**config.mk**
```make
export PLATFORM = sky130hd
export DESIGN_NAME = pio_port8
export DESIGN_NICKNAME = d
export VERILOG_FILES = /design/src/rtl/pio_pkg.sv /design/src/rtl/pio_dir_reg.sv /design/src/rtl/pio_sync.sv /design/src/rtl/pio_read_mux.sv /design/src/rtl/pio_port8.sv
export SDC_FILE = /design/constraint.sdc
export NUM_CORES = 1
export LEC_CHECK = 0
export BUFFER_PORTS_ARGS = -buffer_cell sky130_fd_sc_hd__buf_2
export CAP_MARGIN = 20
export CORE_MARGIN = 5
export CORE_UTILIZATION = 49
export DETAILED_ROUTE_END_ITERATION = 10
export PLACE_DENSITY = 0.84
export SLEW_MARGIN = 20
export SYNTH_ARGS = -nofsm -noshare
export SYNTH_HDL_FRONTEND = slang
export SYNTH_SLANG_ARGS = --single-unit
```
**constraint.sdc**
```tcl
create_clock -name clk -period 1.2 [get_ports clk]
set_input_delay 0.12 -clock clk [delete_from_list [all_inputs] [get_ports clk]]
set_output_delay 0.12 -clock clk [all_outputs]
set_load 0.01 [all_outputs]
```
**src/rtl/pio_pkg.sv**
```systemverilog
package pio_pkg;
  // register select on the port's bus
  typedef enum logic {
    SEL_DATA = 1'b0,
    SEL_DIR  = 1'b1
  } pio_sel_e;

  // mask of pins that may become outputs
  function automatic logic [31:0] drive_mask(input int width, input int locked);
    logic [31:0] m;
    m = '0;
    for (int i = 0; i < 32; i++) begin
      if (i >= locked && i < width) m[i] = 1'b1;
    end
    return m;
  endfunction
endpackage

```
**src/rtl/pio_dir_reg.sv**
```systemverilog
module pio_dir_reg #(
  parameter int WIDTH  = 8,
  parameter int LOCKED = 2
) (
  input  logic             clk,
  input  logic             rst_n,
  input  logic             wr_en,
  input  logic [WIDTH-1:0] wdata,
  output logic [WIDTH-1:0] dir_q
);
  localparam logic [WIDTH-1:0] MASK = WIDTH'(pio_pkg::drive_mask(WIDTH, LOCKED));

  for (genvar i = 0; i < WIDTH; i++) begin : g_bit
    if (i < LOCKED) begin : g_fixed
      logic unused_wbit;
      assign unused_wbit = wdata[i];
      assign dir_q[i]    = 1'b0;
    end else begin : g_flop
      logic q;
      always_ff @(posedge clk) begin
        if (!rst_n)     q <= 1'b0;
        else if (wr_en) q <= wdata[i];
      end
      assign dir_q[i] = q;
    end
  end

  // a write lands masked at the next edge
  a_r2_dir_load: assert property (@(posedge clk) disable iff (!rst_n)
    wr_en |=> dir_q == ($past(wdata) & MASK));
  // without a write the register holds
  a_r2_dir_hold: assert property (@(posedge clk) disable iff (!rst_n)
    !wr_en |=> $stable(dir_q));
endmodule

```
**src/rtl/pio_sync.sv**
```systemverilog
module pio_sync #(
  parameter int WIDTH  = 8,
  parameter int STAGES = 2
) (
  input  logic             clk,
  input  logic             rst_n,
  input  logic [WIDTH-1:0] d,
  output logic [WIDTH-1:0] q
);
  logic [WIDTH-1:0] st [STAGES];

  always_ff @(posedge clk) begin
    if (!rst_n) begin
      for (int k = 0; k < STAGES; k++) st[k] <= '0;
    end else begin
      st[0] <= d;
      for (int k = 1; k < STAGES; k++) st[k] <= st[k-1];
    end
  end

  assign q = st[STAGES-1];
endmodule

```
**src/rtl/pio_read_mux.sv**
```systemverilog
module pio_read_mux #(
  parameter int WIDTH = 8
) (
  input  logic             sel_dir,
  input  logic             emu,
  input  logic [WIDTH-1:0] dir_q,
  input  logic [WIDTH-1:0] latch_q,
  input  logic [WIDTH-1:0] sync_q,
  input  logic [WIDTH-1:0] ext_rdata,
  output logic [WIDTH-1:0] rdata
);
  logic [WIDTH-1:0] port_view;
  logic [WIDTH-1:0] dir_view;

  always_comb begin
    for (int i = 0; i < WIDTH; i++) begin
      port_view[i] = dir_q[i] ? latch_q[i] : sync_q[i];
    end
    dir_view = emu ? ext_rdata : dir_q;
    rdata    = sel_dir ? dir_view : port_view;
  end
endmodule

```
**src/rtl/pio_port8.sv**
```systemverilog
module pio_port8 #(
  parameter int WIDTH       = 8,
  parameter int LOCKED_PINS = 2,
  parameter int SYNC_STAGES = 2
) (
  input  logic             clk,
  input  logic             rst_n,
  input  logic             emu_mode,
  input  logic             bus_sel,
  input  logic             bus_we,
  input  logic [WIDTH-1:0] bus_wdata,
  output logic [WIDTH-1:0] bus_rdata,
  input  logic [WIDTH-1:0] ext_rdata,
  output logic             ext_wr_stb,
  output logic [WIDTH-1:0] ext_wdata,
  input  logic [WIDTH-1:0] pad_in,
  output logic [WIDTH-1:0] pad_oe,
  output logic [WIDTH-1:0] pad_out
);
  import pio_pkg::*;

  logic             sel_dir;
  logic             dir_wr;
  logic             lat_wr;
  logic [WIDTH-1:0] dir_q;
  logic [WIDTH-1:0] latch_q;
  logic [WIDTH-1:0] sync_q;

  assign sel_dir = (bus_sel == SEL_DIR);
  assign dir_wr  = bus_we && sel_dir;
  assign lat_wr  = bus_we && !sel_dir;

  pio_dir_reg #(.WIDTH(WIDTH), .LOCKED(LOCKED_PINS)) u_dir (
    .clk(clk), .rst_n(rst_n), .wr_en(dir_wr), .wdata(bus_wdata), .dir_q(dir_q)
  );

  always_ff @(posedge clk) begin
    if (!rst_n)      latch_q <= '0;
    else if (lat_wr) latch_q <= bus_wdata;
  end

  pio_sync #(.WIDTH(WIDTH), .STAGES(SYNC_STAGES)) u_sync (
    .clk(clk), .rst_n(rst_n), .d(pad_in), .q(sync_q)
  );

  pio_read_mux #(.WIDTH(WIDTH)) u_rd (
    .sel_dir(sel_dir), .emu(emu_mode), .dir_q(dir_q), .latch_q(latch_q),
    .sync_q(sync_q), .ext_rdata(ext_rdata), .rdata(bus_rdata)
  );

  assign pad_oe     = dir_q;
  assign pad_out    = latch_q;
  assign ext_wr_stb = emu_mode && dir_wr;
  assign ext_wdata  = bus_wdata;

  // cycles since reset, for checks that look back
  logic [1:0] warm;
  always_ff @(posedge clk) begin
    if (!rst_n)         warm <= '0;
    else if (warm != 3) warm <= warm + 2'd1;
  end

  // port writes reach the pad data at the next edge
  a_r4_latch_load: assert property (@(posedge clk) disable iff (!rst_n)
    (bus_we && !bus_sel) |=> pad_out == $past(bus_wdata));
  // the lowest pins never drive
  a_r3_low_never_drive: assert property (@(posedge clk) disable iff (!rst_n)
    pad_oe[LOCKED_PINS-1:0] == '0);
  // output pins read back what they drive
  a_r5_out_readback: assert property (@(posedge clk) disable iff (!rst_n)
    !bus_sel |-> ((bus_rdata & pad_oe) == (pad_out & pad_oe)));
  // emulation direction reads come from the external bus
  a_r9_emu_read: assert property (@(posedge clk) disable iff (!rst_n)
    (emu_mode && bus_sel) |-> bus_rdata == ext_rdata);
  // the strobe only marks emulation-mode direction writes
  a_r10_stb_scope: assert property (@(posedge clk) disable iff (!rst_n)
    ext_wr_stb |-> (emu_mode && bus_we && bus_sel && ext_wdata == bus_wdata));
  a_r10_stb_dir_update: assert property (@(posedge clk) disable iff (!rst_n)
    ext_wr_stb |=> pad_oe[WIDTH-1:LOCKED_PINS] == $past(bus_wdata[WIDTH-1:LOCKED_PINS]));

  if (SYNC_STAGES == 2) begin : g_lat_chk
    // input pins show the pad two edges late
    a_r6_input_latency: assert property (@(posedge clk) disable iff (!rst_n)
      (warm >= 2 && !bus_sel) |-> ((bus_rdata & ~pad_oe) == ($past(pad_in, 2) & ~pad_oe)));
  end
endmodule

```
-- Yosys cells after proc, flatten, opt, wreduce, memory -nomap -nowiden
Memories as Yosys holds them, arrays and structs flattened.
Index checks and enable logic that the tools add are counted.
- multiplexer cells: 12
- bitwise logic cells: 2
- reductions and logical operators: 4
- operators by type and width (cell ; number):
    $mux W8 ; 4
    $mux W1 ; 8
    $logic_and A1 B1 Y1 ; 3
    $or A1 B1 Y1 ; 2
    $logic_not A1 Y1 ; 1
- register bits after elaboration: 14
- bits in writable memories: 16
- input port bits: 29
- output and inout port bits: 33
- logic and storage cells: 26
- memories kept: 1
- memory list (memory ; depth ; width ; read ports ; clocked after Yosys merged registers in ; wr ports ; line ; source):
    u_sync.st ; 2 ; 8 ; 2 ; 0 ; 2 ; pio_sync.sv:10 ; logic [WIDTH-1:0] st [STAGES];

-- Longest topological paths before layout
Gate-level depths: netlist (run 1).
An unclocked memory read counts as a cell.
- depth after elaboration: 3
- depth in mapped cells: 5
- gate-level depth less buffers: 3

-- Hierarchy
A second synthesis (run 1) with hierarchy kept.
- cells, all modules: 151
- area, all modules: 1506.4 µm²
- modules (own cells, without submodules) (module ; instances ; cells an instance ; area an instance (µm²) ; sequential area each (µm²)):
    pio_sync ; 1 ; 41 ; 506.7 ; 320.3
    pio_port8 ; 1 ; 46 ; 416.6 ; 160.2
    pio_dir_reg ; 1 ; 28 ; 292.8 ; 120.1
    pio_read_mux ; 1 ; 36 ; 290.3 ; 0.0

-- Least setup slack after synthesis (run 1)
No wires, ideal clock.
- path kind: input to register
- start: in bus_we
- end: reg latch_q[0], in the netlist pad_out[0]
- library setup time: 0.116 ns
- arrival: 0.710 ns
- required time: 1.084 ns
- setup slack: 0.374 ns
- stages: 5
- path buffers: 2
- path through: buf_6 nor2b_4 buf_6 mux2i_1 nor2b_1
- cells in the longest elaborated chain, start to end: 1
- ends and longest elaborated chain (what ; line ; source):
    start: declaration ; pio_port8.sv:10 ; input logic bus_we,
    $logic_and A1 B1 Y1 ; pio_port8.sv:31 ; assign lat_wr = bus_we && !sel_dir;
    end signal: assignment ; pio_port8.sv:39 ; else if (lat_wr) latch_q <= bus_wdata;
    end: declaration ; pio_port8.sv:26 ; logic [WIDTH-1:0] latch_q;
No other way between the ends.
A chain may end at the register's enable or synchronous reset.

-- Worst setup path after layout (run 1)
- start: reg latch_q[7], in the netlist pad_out[7]
- end: out bus_rdata[7]
- cells in the longest elaborated chain, start to end: 2
- ends and longest elaborated chain (what ; line ; source):
    $mux W1 ; pio_read_mux.sv:17 ; port_view[i] = dir_q[i] ? latch_q[i] : sync_q[i];
    $mux W8 ; pio_read_mux.sv:20 ; rdata = sel_dir ? dir_view : port_view;
    end: declaration ; pio_port8.sv:12 ; output logic [WIDTH-1:0] bus_rdata,
No other way between the ends.

==> flow_summary.yaml, run 1 <==
synth:
  yosysWarningCount: 0
  syn_area_per_cell_um2: 9.093
  synth_edf_count: 0
  yosysTopAreaCellShare_pct: 45.24
  yosysMostFrequentCell: "dfxtp_1"
  yosysTopAreaCell: "dfxtp_1"
  yosys.area_share.xor_xnor_pct: 0
  ys_ff_latch: 30
  synthSimpleGateAreaFrac_pct: 24.98
  synthAdderAreaFrac_pct: 0
  synth_top_family_by_area: "simple AND/OR/NAND/NOR gates"
  synth_area_um2: 1328
  synth_cells: 146
  synth-async-reset-ratio_pct: 0
  seq_area_frac_synth_pct: 45.24
  ys.flop_type: "dfxtp_1"
  synthTopCellsByArea: "dfxtp_1 (45%), buf_4 (10%), and2_1 (8.0%)"
  yosys-top-cells-count: "dfxtp_1 (30), buf_4 (18), and2_1 (17)"
  synth_mux_area_share_pct: 6.032
  synthDistinctLibCells: 19
  synth-compound-area-share_pct: 9.802
clock_network:
  clockRootBuffer: "clkbuf_4"
  clk-insertion-delay-late_ns: 0.34
  cts_buffer_depth: 2
  cts_sinks: 30
  clk_pin_slew_worst_paths_ns: 0.10
  cts_tree: "done"
  cts_htree_levels: 2
  cts_inserted_buffers: 5
die:
  die_w_um: 62.05
  rows: 18
  core-area_um2: 2545
  initial_core_util_pct: 52.16
  die_h_um: 62.05
  pin_count: 62
  die-area_um2: 3850
critical_path:
  crit_chain: "nor2b_1 -> o21ai_1 -> nand2_1 -> buf_2"
  worst_setup_path_start_kind: "register"
  worst-path-buf-inv: 1
  crit_required_ns: 1.08
  cp_max_fo: 2
  max_stage_delay_ns: 0.34
  cp_data_arrival_time_ns: 1.12
  cp_top_family: "flip-flops"
  crit_path_end_kind: "primary output"
  critPathSlowestCell: "dfxtp_2"
  timing_worst_setup_path_type: "reg -> out"
routing:
  vias: 1161
  via_per_inst: 4.838
  dr.first_iter.drc_count: 23
  routed_wl_mm: 3.275
  ant_nets: 0
  route.detailed.drc: 0
  wl_per_cell_um: 13.65
  drtPass1Iterations: 4
global_route:
  grt_use_total_pct: 17.45
  antenna_found_initial: 0
  grt_pass1_vias: 1089
  use_met3_pct: 5.165
  use_met1_pct: 16.33
  grt_util_met2_pct: 32.99
  grt_start_max_net_pins: 31
  grt_pass1_wl_mm: 4.719
  busiest_layer: "met2"
  grt-ovfl-total: 0
layout:
  n_antenna_cell: 0
  fin_nets: 238
  layout-drive-gt1-share_pct: 45.24
  fin_util_pct: 70.40
  area_growth_pct: 34.97
  instances_no_fill: 240
power:
  switchingPower_w: 0.0005471
  p_int_w: 0.001922
  pwr-share-comb_pct: 13.5
  pwr-share-clk_pct: 43.2
  p_sw_share_pct: 22.16
  ir_drop_uv: 1398
  power.total_w: 0.002469
  pwr-share-seq_pct: 43.2
  power_density_nw_per_um2: 1378
  p_leak_nw: 0.8865
timing:
  slew_viol_final: 0
  period_share_pct: 103.0
  fin_crit_ns: 1.236
  finalHoldViolations: 0
  fmax_mhz: 808.9
  fin_ws_ns: -0.03631
  setup_violations: 5
  rsz0062_at_grt: "yes"
  fin_skew_ns: 0.01159
  whs_ns: 0.05493
placement:
  port_buffers: 59
  dp_cells: 214
  gp_congestion: 0.8119
  place_hpwl_mm: 2.156
min_path:
  hp-class: "in -> reg"
job:
  max_cap_violations: 0
run_status:
  status: "finished with violations"
  violations: "setup timing"
==> area by class of cell <==
cell class | count | area, um^2
multi-input combinational | 91 | 554.3
clock buffer | 6 | 51.30
timing repair buffer | 79 | 465.4
sequential | 30 | 615.6
tap | 30 | 37.54
inverter | 2 | 7.507
fill | 200 | 753.2
clock inverter | 2 | 60.06
==> power groups by stage <==
stage	combinational [W]	sequential (W)	clock (W)
final	0.000334	0.00107	0.00107
after global routing	0.000366	0.00107	0.00114
after CTS	0.000327	0.00106	0.00108
after detailed placement	0.000284	0.00109	0
after global placement	0.000276	0.00108	0
after floorplan	0.000192	0.00109	0
==> cells in the final DEF, fill, tap and decap left out <==
master          n
conb_1          2
nor2_2          1
a21boi_0        6
clkbuf_4        5
clkbuf_8        1
a22oi_1         6
nor2_1          5
dfxtp_2        12
nand2_2         1
dlygate4sd3_1   8
inv_1           2
nand2_1        14
nor2b_4         1
buf_4          12
o21ai_0         2
and2_1         17
nor2b_1        14
dfxtp_1        18
bufinv_16       2
nand3_1         6
o21ai_1         6
nor2b_2         1
mux2i_1         8
buf_2          59
and3_1          1
==> what timing repair did <==
action	4_1_cts	5_1_grt
gates cloned	0	0
hold endpoints to repair	8	0
endpoints found under the setup margin	6	6
pin swaps	2	3
gates resized for setup	18	2
setup buffers	8	2
hold buffers	8	0
==> routing by layer <==
metal  vias up  wire length [um]
li1        583                 -
met1       517              1124
met2        49              1774
met3        12               292
met4         0                84
met5         -                 0
==> kinds of logic after synthesis <==
family | after synthesis
buffers and inverters | 26
muxes | 8
DFF | 30
other | 1
and+or+nand+nor | 61
AOI/OAI and AO/OA | 20
==> through the flow <==
stage / area [um^2] / setup WS, ns / TNS [ns]
global route: 1792 / -0.1085 / -0.5641
CTS: 1772 / -0.03216 / -0.1419
finish: 1792 / -0.03631 / -0.1168
global placement: 1505 / 0.08488 / 0
floorplan: 1331 / 0.3742 / 0
detailed placement: 1505 / 0.05943 / 0
==> state kept, by name, summed over array words and instances, names as in the netlist <==
signal	count
u_sync.st	16
u_dir.g_bit.g_flop.q	6
pad_out	8
==> worst paths after layout <==
check,from,endpoint,slack (ns),cells past startpoint
worst max-delay path,pad_out[7]$_SDFFE_PN0P_,bus_rdata[7],-0.04,4
worst min-delay path,bus_wdata[3],u_dir.g_bit[3].g_flop.q$_SDFFE_PN0P_,0.05,3
worst max register to register,pad_out[7]$_SDFFE_PN0P_,pad_out[7]$_SDFFE_PN0P_,0.42,3
worst min register to register,u_sync.st[0][7]$_SDFF_PN0_,u_sync.st[0][15]$_SDFF_PN0_,0.43,1
==> tightest hold or removal path: stages <==
cell and delay (ns):
buf_2 0.11, nand3_1 0.05, a21boi_0 0.07
Power figures use the tool's default switching activity.
==> inputs of run 2 (changes only) <==
- CORE_UTILIZATION: 49 -> 45
- PLACE_DENSITY: 0.84 -> 0.78
- clock period: 1.2 -> 1.38 ns (I/O delays scaled with it)
==> flow_summary.yaml, run 2 (synthesis gave the netlist of run 1 again) <==
job:
  max_cap_violations: 0
clock_network:
  clockRootBuffer: "clkbuf_4"
  post_cts_buffers: 0
  cts_htree_levels: 2
  cts_tree: "done"
  clk-insertion-delay-late_ns: 0.32
  cts_sinks: 30
  clk_pin_slew_worst_paths_ns: 0.09
  cts_buffer_depth: 2
  cts_inserted_buffers: 5
die:
  initial_core_util_pct: 47.73
  core-area_um2: 2781
  die_w_um: 64.32
  rows: 19
  pin_count: 62
  die-area_um2: 4136
  die_h_um: 64.32
critical_path:
  worst_setup_path_start_kind: "register"
  crit_chain: "nor2b_1 -> o21ai_0 -> nand2_1 -> buf_2"
  cp_max_fo: 3
  crit_path_end_kind: "primary output"
  cp_data_arrival_time_ns: 1.14
  critPathSlowestCell: "dfxtp_1"
  timing_worst_setup_path_type: "reg -> out"
  max_stage_delay_ns: 0.32
  crit_required_ns: 1.24
routing:
  dr.first_iter.drc_count: 50
  vias: 1092
  routed_wl_mm: 2.937
  drtPass1Iterations: 5
  ant_nets: 0
  route.detailed.drc: 0
  via_per_inst: 4.875
  wl_per_cell_um: 13.11
placement:
  post-place-ws_ns: 0.1305
  port_buffers: 59
  place_hpwl_mm: 2.228
  dp_cells: 215
  gp_congestion: 0.7649
layout:
  n_antenna_cell: 0
  instances_no_fill: 224
  fin_util_pct: 56.77
  area_growth_pct: 18.94
  fin_nets: 221
  largest_register_ffs: 16
  layout-drive-gt1-share_pct: 37.31
  seqCellArea_um2: 603.1
  final_common_cell: "buf_2"
  multi_input_area_um2: 549.3
  regMostFlops: "u_sync.st"
  layout_common_cells: "buf_2 (59), dfxtp_1 (28), and2_1 (17)"
  num-fill-cells: 247
global_route:
  antenna_found_initial: 0
  grt_pass1_wl_mm: 4.774
  grt_use_total_pct: 14.83
  grt_pass1_vias: 1073
  grt-ovfl-total: 0
  grt_start_max_net_pins: 31
timing:
  rsz0062_at_grt: "no"
  fin_skew_ns: 0.007634
  finalHoldViolations: 0
  fin_crit_ns: 1.277
  setup_tns_ns: 0
  fmax_mhz: 783.1
  setup_violations: 0
  fin_ws_ns: 0.1030
  slew_viol_final: 0
  period_share_pct: 92.53
min_path:
  hp-class: "in -> reg"
run_status:
  status: "complete, no violations"
power:
  ir_drop_uv: 648.4
  p_leak_nw: 0.7759
  power_density_nw_per_um2: 1076
==> run 2: timing repair <==
item / CTS / global route
gates resized for setup: 0 / 3
hold endpoints to repair: 0 / 1
endpoints found under the setup margin: 0 / 2
hold buffers: 0 / 1
==> run 2: worst paths after layout <==
kind | from | to | slack, ns | depth (start not counted)
setup / recovery | pad_out[7]$_SDFFE_PN0P_ | bus_rdata[7] | 0.10 | 4
hold / removal | pad_in[6] | u_sync.st[0][6]$_SDFF_PN0_ | 0.02 | 2
setup reg to reg | u_dir.g_bit[4].g_flop.q$_SDFFE_PN0P_ | u_dir.g_bit[4].g_flop.q$_SDFFE_PN0P_ | 0.70 | 2
hold reg to reg | u_sync.st[0][0]$_SDFF_PN0_ | u_sync.st[0][8]$_SDFF_PN0_ | 0.43 | 1
==> run 2: layout make-up <==
type	instances	share of cell area [%]
multi-input cells	91	34.79
clock buffers	7	3.487
clock inverters	1	0.3170
well taps	31	2.456
inverters	2	0.4754
flip-flops and latches	30	38.19
repair buffers	62	20.29
==> run 2: critical path, delay by kind of cell (launching register included) <==
kind                   cells  cell delay, ns
and+or+nand+nor            2            0.19
DFF                        1            0.32
AOI/OAI and AO/OA          1            0.17
buffers and inverters      1            0.14
==> run 2: power by group <==
part           internal (W)  switching [W]  total (W)  leakage [nW]
Clock              0.000246       0.000278   0.000524        0.0353
Sequential         0.000907      0.0000186   0.000925         0.248
Combinational      0.000119       0.000130   0.000249         0.493
Total               0.00127       0.000427    0.00170         0.776
==> run 2: per-layer routing <==
layer  global-route usage, %  part of all wire, %  up-vias
met3                   8.231                   12        6
met5                       0                    0        -
met4                   7.125                  2.0        0
met1                   14.73                   39      488
li1                        -                    -      544
met2                   24.88                   46       54
==> run 2: per-stage QoR <==
| step | area [um^2] | power (W) | hold slack (ns) |
|---|---|---|---|
| finish | 1579 | 0.001698 | 0.01717 |
| global route | 1579 | 0.001794 | 0.001558 |
| CTS | 1567 | 0.001713 | 0.0002484 |
| detailed placement | 1506 | 0.001194 | 0.3462 |
| global placement | 1506 | 0.001184 | 0.3433 |
| floorplan | 1331 | 0.001113 | 0.2653 |
